===== config.mk =====
export PLATFORM = sky130hd
export DESIGN_NAME = adc_burst_reader
export DESIGN_NICKNAME = d
export VERILOG_FILES = /design/src/rtl/adc_burst_reader.sv
export SDC_FILE = /design/constraint.sdc
export NUM_CORES = 1
export LEC_CHECK = 0
export ABC_CLOCK_PERIOD_IN_PS = 4800
export BUFFER_PORTS_ARGS = -buffer_cell sky130_fd_sc_hd__buf_4
export CAP_MARGIN = 20
export CORE_ASPECT_RATIO = 0.7
export CORE_MARGIN = 1.5
export CORE_UTILIZATION = 55
export CTS_CLUSTER_SIZE = 10
export DETAILED_ROUTE_END_ITERATION = 8
export HOLD_SLACK_MARGIN = 0.02
export PLACE_DENSITY = 0.76
export SKIP_LAST_GASP = 1
export SYNTH_ARGS = -nofsm -noshare
export SYNTH_HDL_FRONTEND = slang
export SYNTH_SLANG_ARGS = --single-unit

===== constraint.sdc =====
create_clock -name clk -period 4.8 [get_ports clk]
set_clock_uncertainty 0.2 [all_clocks]
set_input_delay 0 -clock clk [delete_from_list [all_inputs] [get_ports clk]]
set_output_delay 0 -clock clk [all_outputs]
set_load 0.02 [all_outputs]

===== src/rtl/adc_burst_reader.sv =====
module adc_burst_reader #(
  parameter int DATA_W  = 18,
  parameter int NUM_CH  = 8,
  parameter int CONV_HI = 4,
  parameter int CNT_W   = 16,
  parameter int DIV_W   = 8
) (
  input  logic              clk,
  input  logic              rst_n,
  input  logic              run,
  input  logic              per_word,
  input  logic              use_busy,
  input  logic [CNT_W-1:0]  cfg_period,
  input  logic [CNT_W-1:0]  cfg_wait,
  input  logic [DIV_W-1:0]  cfg_half,
  input  logic              adc_busy,
  input  logic              adc_dout,
  output logic              adc_convst,
  output logic              adc_cs_n,
  output logic              adc_sclk,
  output logic [DATA_W-1:0] res_data,
  output logic [$clog2(NUM_CH)-1:0] res_ch,
  output logic              res_valid,
  output logic              frame_done,
  output logic              overrun
);
  localparam int CH_W      = $clog2(NUM_CH);
  localparam int HALF_LAST = 2*DATA_W - 1;
  localparam int HALF_W    = $clog2(2*DATA_W + 2);

  typedef enum logic [1:0] {S_IDLE, S_CONV, S_WAIT, S_READ} state_t;
  state_t st;

  logic [CNT_W-1:0]  per_cnt, tmr;
  logic [DIV_W-1:0]  div_cnt;
  logic [HALF_W-1:0] half;
  logic [CH_W-1:0]   ch;
  logic [DATA_W-2:0] shreg;
  logic [2:0]        bsy_q;

  wire busy_fall = bsy_q[2] & ~bsy_q[1];
  wire start_req = run && (({1'b0, per_cnt} + 1'b1) >= {1'b0, cfg_period});
  wire wait_done = ({1'b0, tmr} + 1'b1) >= {1'b0, cfg_wait};
  wire tick      = ({1'b0, div_cnt} + 1'b1) >= {1'b0, cfg_half};
  wire last_ch   = (ch == CH_W'(NUM_CH-1));

  always_ff @(posedge clk or negedge rst_n) begin
    if (!rst_n) bsy_q <= '0;
    else        bsy_q <= {bsy_q[1:0], adc_busy};
  end

  always_ff @(posedge clk or negedge rst_n) begin
    if (!rst_n)                 per_cnt <= '0;
    else if (!run || start_req) per_cnt <= '0;
    else                        per_cnt <= per_cnt + 1'b1;
  end

  always_ff @(posedge clk or negedge rst_n) begin
    if (!rst_n) begin
      st <= S_IDLE;
      tmr <= '0;
      div_cnt <= '0;
      half <= '0;
      ch <= '0;
      shreg <= '0;
      adc_convst <= 1'b0;
      adc_cs_n <= 1'b1;
      adc_sclk <= 1'b1;
      res_data <= '0;
      res_ch <= '0;
      res_valid <= 1'b0;
      frame_done <= 1'b0;
      overrun <= 1'b0;
    end else begin
      res_valid <= 1'b0;
      frame_done <= 1'b0;
      if (start_req && st != S_IDLE) overrun <= 1'b1;
      case (st)
        S_IDLE: if (start_req) begin
          st <= S_CONV;
          adc_convst <= 1'b1;
          tmr <= '0;
        end
        S_CONV: begin
          if (tmr == CNT_W'(CONV_HI-1)) begin
            adc_convst <= 1'b0;
            st <= S_WAIT;
            tmr <= '0;
          end else tmr <= tmr + 1'b1;
        end
        S_WAIT: begin
          if (use_busy ? busy_fall : wait_done) begin
            st <= S_READ;
            adc_cs_n <= 1'b0;
            half <= '0;
            ch <= '0;
            div_cnt <= '0;
          end else tmr <= tmr + 1'b1;
        end
        S_READ: begin
          if (!tick) div_cnt <= div_cnt + 1'b1;
          else begin
            div_cnt <= '0;
            if (half > HALF_W'(HALF_LAST)) begin
              if (half == HALF_W'(HALF_LAST+2)) begin
                adc_cs_n <= 1'b0;
                half <= '0;
              end else half <= half + 1'b1;
            end else if (!half[0]) begin
              adc_sclk <= 1'b0;
              shreg <= {shreg[DATA_W-3:0], adc_dout};
              half <= half + 1'b1;
              if (half == HALF_W'(HALF_LAST-1)) begin
                res_data <= {shreg, adc_dout};
                res_ch <= ch;
                res_valid <= 1'b1;
                frame_done <= last_ch;
              end
            end else begin
              adc_sclk <= 1'b1;
              if (half == HALF_W'(HALF_LAST)) begin
                if (last_ch) begin
                  adc_cs_n <= 1'b1;
                  st <= S_IDLE;
                end else begin
                  ch <= ch + 1'b1;
                  if (per_word) begin
                    adc_cs_n <= 1'b1;
                    half <= half + 1'b1;
                  end else half <= '0;
                end
              end else half <= half + 1'b1;
            end
          end
        end
        default: st <= S_IDLE;
      endcase
    end
  end
endmodule



After elaboration in Yosys (flattened, before gate mapping)
Index checks and enable logic that the tools add are counted.
{"block": "classes", "magnitude_cmp": 4, "n_div": 0, "shift": 0, "muxes": 57, "addsub": 8, "n_eq_ne": 23, "mul": 0, "n_bitwise": 4, "n_reduce_logical": 20}
{"cell": "$mux 16", "n": 4}
{"cell": "$mux 6", "n": 8}
{"cell": "$pmux 16 s3", "n": 1}
{"cell": "$add 16x1->17 const B", "n": 2}
{"cell": "$ge 17x16->1", "n": 2}
{"cell": "$add 16x1->16 const B", "n": 2}
{"cell": "$mux 1", "n": 22}
{"cell": "$ne 2x2->1 const B", "n": 10}
{"cell": "$eq 6x6->1 const B", "n": 3}
{"cell": "$mux 3", "n": 6}
{"cell": "$eq 16x2->1 const B", "n": 1}
{"cell": "$mux 2", "n": 8}
{"cell": "$mux 8", "n": 2}
{"cell": "$pmux 8 s2", "n": 1}
{"cell": "$reduce_and 7->1", "n": 2}
{"cell": "$pmux 6 s2", "n": 1}
{"cell": "$reduce_and 3->1", "n": 4}
{"cell": "$add 8x1->9 const B", "n": 1}
{"cell": "$ge 9x8->1", "n": 1}
{"cell": "$ne 3x3->1 const B", "n": 3}
{"cell": "$add 8x1->8 const B", "n": 1}
{"cell": "$pmux 2 s4", "n": 1}
{"cell": "$reduce_and 4->1", "n": 2}
{"cell": "$reduce_and 8->1", "n": 1}
{"cell": "20 further kinds", "n": 27}
{"block": "totals", "ram_bits": 0, "rom_bits": 0, "register_bits": 98, "latchBits": 0, "inputBits": 47, "mem_count": 0}

Longest topological paths before layout
Gate-level depths: netlist of run 1.
{"block": "depth", "depth_word": 8, "ltp_mapped": 16, "ltp_nobuf": 14}

Worst setup path before layout of run 1
OpenSTA, ideal clock, no wires.
{"block": "synth_timing", "path_type": "register -> register", "from": "register tmr[0]", "to": "register half[5]", "required_time_ns": 4.462, "path_slack_ns": 1.378, "path_stages_with_launch": 16, "arrival_time_ns": 3.084, "cell_sequence": "dfrtp_1 > and3_1 > nand3_1 > nor2_1 > nand3_1 > nor2_1 > xor2_1 > ha_1 > nand4_1 > nor2_1 > o311ai_1 > a31oi_1 > o221ai_2 > clkbuf_1 > o41ai_1 > o41ai_1"}
{"block": "synth_via", "elab_chain_len": 5}
{"element": "start: declaration", "line_no": "34", "rtl": "logic [CNT_W-1:0] per_cnt, tmr;"}
{"element": "start signal: assignment", "line_no": "89", "rtl": "end else tmr <= tmr + 1'b1;"}
{"element": "start signal: assignment", "line_no": "98", "rtl": "end else tmr <= tmr + 1'b1;"}
{"element": "$add 16x1->17", "line_no": "43", "rtl": "wire wait_done = ({1'b0, tmr} + 1'b1) >= {1'b0, cfg_wait};"}
{"element": "$ge 17x16->1", "line_no": "43"}
{"element": "$mux 1", "line_no": "92", "rtl": "if (use_busy ? busy_fall : wait_done) begin"}
{"element": "$ne 2x2->1 (no line)"}
{"element": "$reduce_and 4->1 (no line)"}
{"element": "end signal: assignment", "line_no": "108", "rtl": "end else half <= half + 1'b1;"}
{"element": "end signal: assignment", "line_no": "112", "rtl": "half <= half + 1'b1;"}
{"element": "end signal: assignment", "line_no": "129", "rtl": "half <= half + 1'b1;"}
{"element": "end: declaration", "line_no": "36", "rtl": "logic [HALF_W-1:0] half;"}
No other way between the ends.
A chain may end at the register's enable or synchronous reset.

Worst setup path after layout of run 1
{"block": "layout_timing", "from": "register tmr[4]", "to": "register tmr[8]"}
{"block": "layout_via", "elab_chain_len": 5}
{"element": "$add 16x1->17", "line_no": "43"}
{"element": "$ge 17x16->1", "line_no": "43"}
{"element": "$mux 1", "line_no": "92"}
{"element": "$ne 2x2->1 (no line)"}
{"element": "$reduce_and 3->1 (no line)"}
Parallel ways exist; a longest one is shown, timed or not. The select of a mux whose other input is x is not followed.

==> impl_metrics.env, run 1 <==
export IMPL_status="finished, final reports clean"
export IMPL_detail_route_wirelength_um=12700
export IMPL_yosys_area_share_adder_pct=11.1
export IMPL_crit_type="flip-flop to flip-flop"
export IMPL_synthTopCellsByArea="dfrtp_1 (41%), ha_1 (11%), mux2_2 (7.3%)"
export IMPL_synth_top_family_by_area="simple AND/OR/NAND/NOR gates"
export IMPL_crit_arrival_ns=4.42
export IMPL_synth_edff_count=0
export IMPL_fillers=809
export IMPL_drc=0
export IMPL_cts_setup_buffers=0
export IMPL_overflow=0
export IMPL_cp_start_kind="flip-flop"
export IMPL_cp_cell_sequence="and3_1 > nand3_1 > nor2_1 > nand3_1 > nor2_1 > xor2_1 > ha_1 > nand4_1 > nor2_1 > o311ai_1 > a31oi_1 > o211ai_1 > buf_4 > and2_1 > a32o_1"
export IMPL_async_flop_share_pct=100
export IMPL_top_layer_used="met4"
export IMPL_final_nets=747
export IMPL_synth_top_cell_by_area="dfrtp_1"
export IMPL_clkSlewWorstSetupHoldPaths_ns=0.07
export IMPL_portBuffers=73
export IMPL_critPathMaxStageDelay_ns=0.47
export IMPL_ctsHtreeMaxLevel=3
export IMPL_clk_latency_ns=0.34
export IMPL_routed_wl_met2_um=5570
export IMPL_path_common_cell="nor2_1"
export IMPL_cts_buffers_inserted=9
export IMPL_grt_max_degree=58
export IMPL_diodes=0
export IMPL_stdcell_area_um2=6920
export IMPL_first_pass_iters=5
export IMPL_syn_num_nets=673
export IMPL_p_leak_nw=3.57
export IMPL_die_area_um2=11300
export IMPL_start_util_pct=56.8
export IMPL_cts_root_buf="clkbuf_16"
export IMPL_max_slew_margin_pct=38.6
export IMPL_cts_tree="done"
export IMPL_setup_tns_ns=0
export IMPL_clockBufferDepth=2
export IMPL_powerDensity_nw_per_um2=248
export IMPL_io_pins=74
export IMPL_final_cell_mix="dfrtp_1 (96), buf_4 (76), inv_1 (62)"
export IMPL_first_global_vias=4308
export IMPL_fp_dieH_um=89.5
export IMPL_slowest_stage="a31oi_1"
export IMPL_numClockSinks=98
export IMPL_drtAntennaViolNets=0
export IMPL_path_buf_inv=1
export IMPL_die_x_um=127
export IMPL_syn2layout_area_growth_pct=17.7
export IMPL_cp_top_family="simple AND/OR/NAND/NOR gates"
export IMPL_min_path_type="primary input to flip-flop"
export IMPL_dp_slack_ns=0.422
export IMPL_antenna_found_initial=0
export IMPL_synthXorXnorAreaFrac_pct=5.06
export IMPL_synth_cell_type_count=70
export IMPL_synth_ff_type="dfrtp_1"
export IMPL_setup_viol_count_final=0
export IMPL_post_route_min_period_ns=4.40
export IMPL_gp_congestion=0.907
export IMPL_grt_usage_pct=23.9
export IMPL_worstMarginPinSlew_ns=0.912
export IMPL_grt_pass1_wl_um=21200
export IMPL_row_count=31
export IMPL_fin_crit_sh_pct=91.6
export IMPL_setup_ws_ns=0.402
export IMPL_rsz0062_at_grt="false"
export IMPL_synth_cells=574
export IMPL_wl_met3_um=788
export IMPL_vias=4541
export IMPL_drv_cap=0
export IMPL_synth_compound_area_share_pct=12.0
export IMPL_drv_slew=0
export IMPL_yosys_mux_area_fraction_pct=8.68
export IMPL_cp_required_ns=4.82
export IMPL_avgRoutedWirePerCell_um=16.2
export IMPL_synth_seq_cells=98
export IMPL_yosysTopAreaCellShare_pct=40.8
export IMPL_post_dp_hpwl_um=9340
export IMPL_yosys_warnings=0
export IMPL_path_max_fanout=15
export IMPL_place_area_um2=6500
export IMPL_detail_route_iter0_violations=456
export IMPL_viasPerCell=5.78
export IMPL_synth_cell_area_um2=5880
export IMPL_ys_seq_area_share_pct=41.7
export IMPL_irDropWorstVdd_v=0.000206
export IMPL_layout_drive_gt1_share_pct=23.3
export IMPL_synth_avg_cell_area_um2=10.2
export IMPL_yosys_area_share_simple_pct=15.6
export IMPL_hold_viol=0
export IMPL_max_freq_mhz=227
export IMPL_end_kind="flip-flop"
export IMPL_core_um2=10400
export IMPL_wl_met1_um=6250
export IMPL_final_common_cell="dfrtp_1"
==> per-layer routing <==
metal,GRT usage (%),up-vias
met5,0,-
met4,5.43,0
met3,5.45,6
li1,-,2188
met2,36.8,160
met1,34.7,2187
==> final cells by class <==
class	instances	area, µm²	area share [%]
Sequential cell	98	2450	35.5
Inverter	62	233	3.36
Clock inverter	5	85.1	1.23
Clock buffer	11	243	3.51
Tap cell	132	165	2.39
Multi-Input combinational cell	394	3090	44.7
Timing Repair Buffer	83	651	9.40
==> path summary, 6_finish.rpt <==
path,startpoint,to,slack [ns],cells past startpoint
worst max-delay path,tmr[4],tmr[8],0.40,15
worst min-delay path,adc_busy,bsy_q[0],0.1,2
worst max register to register,tmr[4],tmr[8],0.40,15
worst min register to register,bsy_q[0],bsy_q[1],0.15,0
max in group asynchronous,rst_n,res_data[5],3.12,4
min in group asynchronous,rst_n,adc_cs_n,0.53,3
==> logic make-up (layout without fill, tap and decap cells) <==
| logic type | count (synthesis) | after routing |
|---|---|---|
| buffers and inverters | 82 | 161 |
| AO/OA/AOI/OAI | 95 | 95 |
| XOR/XNOR | 34 | 34 |
| flip-flops | 98 | 98 |
| adder cells (fa/ha/maj) | 52 | 52 |
| multiplexers | 46 | 46 |
| AND/OR/NAND/NOR | 167 | 167 |
==> through the flow <==
step,util (%),total power (W),hold WS (ns),cells
after floorplan,-,0.000883,-0.496,574
after global placement,62.8,0.000937,-0.199,762
after detailed placement,62.8,0.000942,-0.192,762
after CTS,66.7,0.00173,0.0913,785
after global routing,66.8,0.00178,0.0998,785
final,66.8,0.00172,0.0992,785
==> repair_timing <==
| action | CTS | global route |
|---|---|---|
| endpoints found under the hold margin | 62 | 0 |
| hold buffers | 7 | 0 |
| gates resized for setup | 0 | 1 |
| endpoints found under the setup margin | 0 | 1 |
==> Yosys cell counts, drive strengths merged (3+ instances only) <==
cell type	count
o21bai	3
buf	10
o21a	3
o31ai	3
xor2	13
nor3	11
mux2i	6
inv	62
mux2	40
o211ai	6
o41ai	6
a32o	5
nor2b	9
a31o	4
dfrtp	96
nand3	35
a31oi	4
a22o	5
ha	52
xnor2	21
clkbuf	10
a21oi	10
nand2	34
o21ai	21
nor2	25
and3	17
nor4	6
nand4	12
and2	5
a21boi	6
a21o	4
==> state kept, by name, indices dropped and copies added (netlist names), 3 cells and up <==
signal / count
res_data: 18
shreg: 17
div_cnt: 8
half: 6
tmr: 16
per_cnt: 16
bsy_q: 3
ch: 3
res_ch: 3
==> power breakdown <==
group	total (W)	switching (W)	internal, W	leakage [nW]
Combinational	0.0000977	0.0000500	0.0000477	2.12
Sequential	0.000834	0.00000394	0.000830	1.30
Clock	0.000788	0.000314	0.000474	0.156
Power figures use the tool's default switching activity.
==> run 2: changes to the inputs <==
Settings changed: ABC_AREA set to 1.
==> impl_metrics.env, run 2 <==
export IMPL_p_comb_share_pct=31.5
export IMPL_antenna_found_initial=0
export IMPL_crit_type="flip-flop to flip-flop"
export IMPL_yosys_mux_area_fraction_pct=0.162
export IMPL_grt_max_degree=61
export IMPL_synth_cell_area_um2=6170
export IMPL_yosys_area_share_simple_pct=24.1
export IMPL_viasPerCell=5.05
export IMPL_clockBufferDepth=2
export IMPL_end_kind="flip-flop"
export IMPL_numClockSinks=98
export IMPL_drv_cap=0
export IMPL_overflow=0
export IMPL_reg_top3="res_data (18), shreg (17)"
export IMPL_min_path_type="primary input to flip-flop"
export IMPL_dp_cells=1005
export IMPL_vias=5195
export IMPL_cp_required_ns=4.84
export IMPL_cts_buffers_inserted=9
export IMPL_ctsHtreeMaxLevel=3
export IMPL_swShare_pct=38.0
export IMPL_setup_tns_ns=0
export IMPL_synth_cell_type_count=42
export IMPL_status="finished, final reports clean"
export IMPL_die_x_um=130
export IMPL_rsz0062_at_grt="false"
export IMPL_grt_usage_pct=22.8
export IMPL_cts_tree="done"
export IMPL_worstMarginPinSlew_ns=0.819
export IMPL_portBuffers=73
export IMPL_die_area_um2=11900
export IMPL_p_leak_nw=3.87
export IMPL_synth_commonest_cells="nand2_1 (172), inv_1 (149), dfrtp_1 (96)"
export IMPL_synth_ff_type="dfrtp_1"
export IMPL_synth_cells=794
export IMPL_final_cell_mix="nand2_1 (172), inv_1 (149), dfrtp_1 (96)"
export IMPL_path_max_fanout=21
export IMPL_powerDensity_nw_per_um2=347
export IMPL_fin_crit_sh_pct=83.7
export IMPL_clkSlewWorstSetupHoldPaths_ns=0.07
export IMPL_fp_dieH_um=91.6
export IMPL_max_slew_margin_pct=45.1
export IMPL_synthTopCellsByArea="dfrtp_1 (39%), ha_1 (11%), nand2_1 (10%)"
export IMPL_ys_seq_area_share_pct=39.8
export IMPL_hold_viol=0
export IMPL_yosysTopAreaCellShare_pct=38.9
export IMPL_synth_compound_area_share_pct=10.5
export IMPL_cts_root_buf="clkbuf_16"
export IMPL_finalPower_w=0.00249
export IMPL_detail_route_iter0_violations=378
export IMPL_largest_reg_flops=18
export IMPL_synth_top_family_by_area="simple AND/OR/NAND/NOR gates"
export IMPL_intPower_w=0.00155
export IMPL_row_count=32
export IMPL_synth_avg_cell_area_um2=7.77
export IMPL_post_dp_hpwl_um=9460
export IMPL_yosys_area_share_adder_pct=10.5
export IMPL_synthXorXnorAreaFrac_pct=3.83
export IMPL_crit_arrival_ns=4.05
export IMPL_max_freq_mhz=249
export IMPL_core_um2=11000
export IMPL_power_frac_seq_pct=41.8
export IMPL_drc=0
export IMPL_cp_start_kind="flip-flop"
export IMPL_grt_pass1_wl_um=21800
export IMPL_postLayoutCoreUtil_pct=65.4
export IMPL_start_util_pct=56.2
export IMPL_clk_latency_ns=0.34
export IMPL_drv_slew=0
export IMPL_final_nets=970
export IMPL_irDropWorstVdd_v=0.000216
export IMPL_avgRoutedWirePerCell_um=12.3
export IMPL_p_switching_w=0.000947
export IMPL_first_pass_iters=5
export IMPL_power_share_clock_pct=26.7
export IMPL_yosys_warnings=0
export IMPL_synth_top_cell_by_area="dfrtp_1"
export IMPL_async_flop_share_pct=100
export IMPL_detail_route_wirelength_um=12700
export IMPL_setup_viol_count_final=0
export IMPL_layout_drive_gt1_share_pct=15.3
export IMPL_drtAntennaViolNets=0
export IMPL_first_global_vias=4894
export IMPL_regMostFlops="res_data"
export IMPL_io_pins=74
export IMPL_synth_seq_cells=98
export IMPL_final_common_cell="nand2_1"
export IMPL_post_route_min_period_ns=4.02
export IMPL_diodes=0
export IMPL_finalNonFillerCells=1029
export IMPL_yosysMostFrequentCell="nand2_1"
export IMPL_syn2layout_area_growth_pct=16.4
export IMPL_synth_edff_count=0
export IMPL_syn_num_nets=893
export IMPL_gp_congestion=0.895
run 2: cell types whose count changed after synthesis, sizes merged, moves of 11 or more:
| cell | change |
|---|---|
| inv | +91 |
| o21ai | +57 |
| and3 | -17 |
| mux2 | -40 |
| nor2 | +40 |
| xnor2 | -18 |
| nand2 | +148 |
| xor2 | +11 |
run 2: cell type report:
class                           instances  area [µm²]
Clock buffer                           10         229
Clock inverter                          6        41.3
Fill cell                             953        3790
Inverter                              154         578
Multi-Input combinational cell        525        3030
Sequential cell                        98        2450
Tap cell                              153         191
Timing Repair Buffer                   83         653
run 2: stage by stage:
stage | setup WS [ns] | hold WS [ns] | instance area [µm²]
finish | 0.783 | 0.101 | 7180
floorplan | 1.64 | -0.496 | 6170
global placement | 1.10 | -0.193 | 6820
CTS | 0.858 | 0.0890 | 7180
global route | 0.349 | 0.0941 | 7180
detailed placement | 0.886 | -0.184 | 6820
run 2: logic make-up (layout without fill, tap and decap cells):
logic type,after synthesis,after routing
compound gates,110,110
buf+inv,171,253
flops,98,98
xor+xnor,27,27
mux,1,1
simple gates,335,335
fa+ha+maj,52,52
run 2: power groups by stage:
stage / clock network [W] / registers, W / logic [W]
floorplan: 0 / 0.00105 / 0.000629
global route: 0.000714 / 0.00106 / 0.000890
detailed placement: 0 / 0.00106 / 0.000771
global placement: 0 / 0.00105 / 0.000739
finish: 0.000665 / 0.00104 / 0.000785
CTS: 0.000683 / 0.00104 / 0.000783
run 2: per-layer routing:
| layer | track usage [%] | share of wire, % |
|---|---|---|
| met1 | 31.9 | 49 |
| met2 | 35.4 | 45 |
| met3 | 4.30 | 4.1 |
| met4 | 7.59 | 1.5 |
| met5 | 0 | 0 |
run 2: worst paths after layout:
kind	startpoint	to	slack (ns)	cells after the start
setup reg to reg	tmr[0]	ch[2]	0.78	22
hold / removal	adc_busy	bsy_q[0]	0.10	2
hold reg to reg	bsy_q[0]	bsy_q[1]	0.18	0
min in group asynchronous	rst_n	div_cnt[5]	0.49	4
max in group asynchronous	rst_n	half[3]	3.19	4
setup / recovery	tmr[0]	ch[2]	0.78	22
run 2: critical path, stage by stage, from the launching register on:
cell      delay (ns)
dfrtp_1         0.42
ha_1            0.25
nand2_1         0.09
nor2_2          0.16
nand3_2         0.13
inv_1           0.10
nand2_1         0.08
xor2_1          0.15
inv_1           0.08
ha_1            0.29
nand2_1         0.06
nor2_1          0.21
nand2_1         0.08
o21ai_0         0.16
nand2_1         0.07
nand2_1         0.06
nor2_1          0.04
nand2_1         0.08
nand2_2         0.09
a21boi_2        0.67
nand3_1         0.26
nand2_1         0.14
nand2_1         0.06
run 2: what timing repair did:
| item | CTS | global route |
|---|---|---|
| hold buffers | 8 | 0 |
| gates resized for setup | 0 | 0 |
| buffers inserted | 0 | 0 |
| hold endpoints to repair | 47 | 0 |
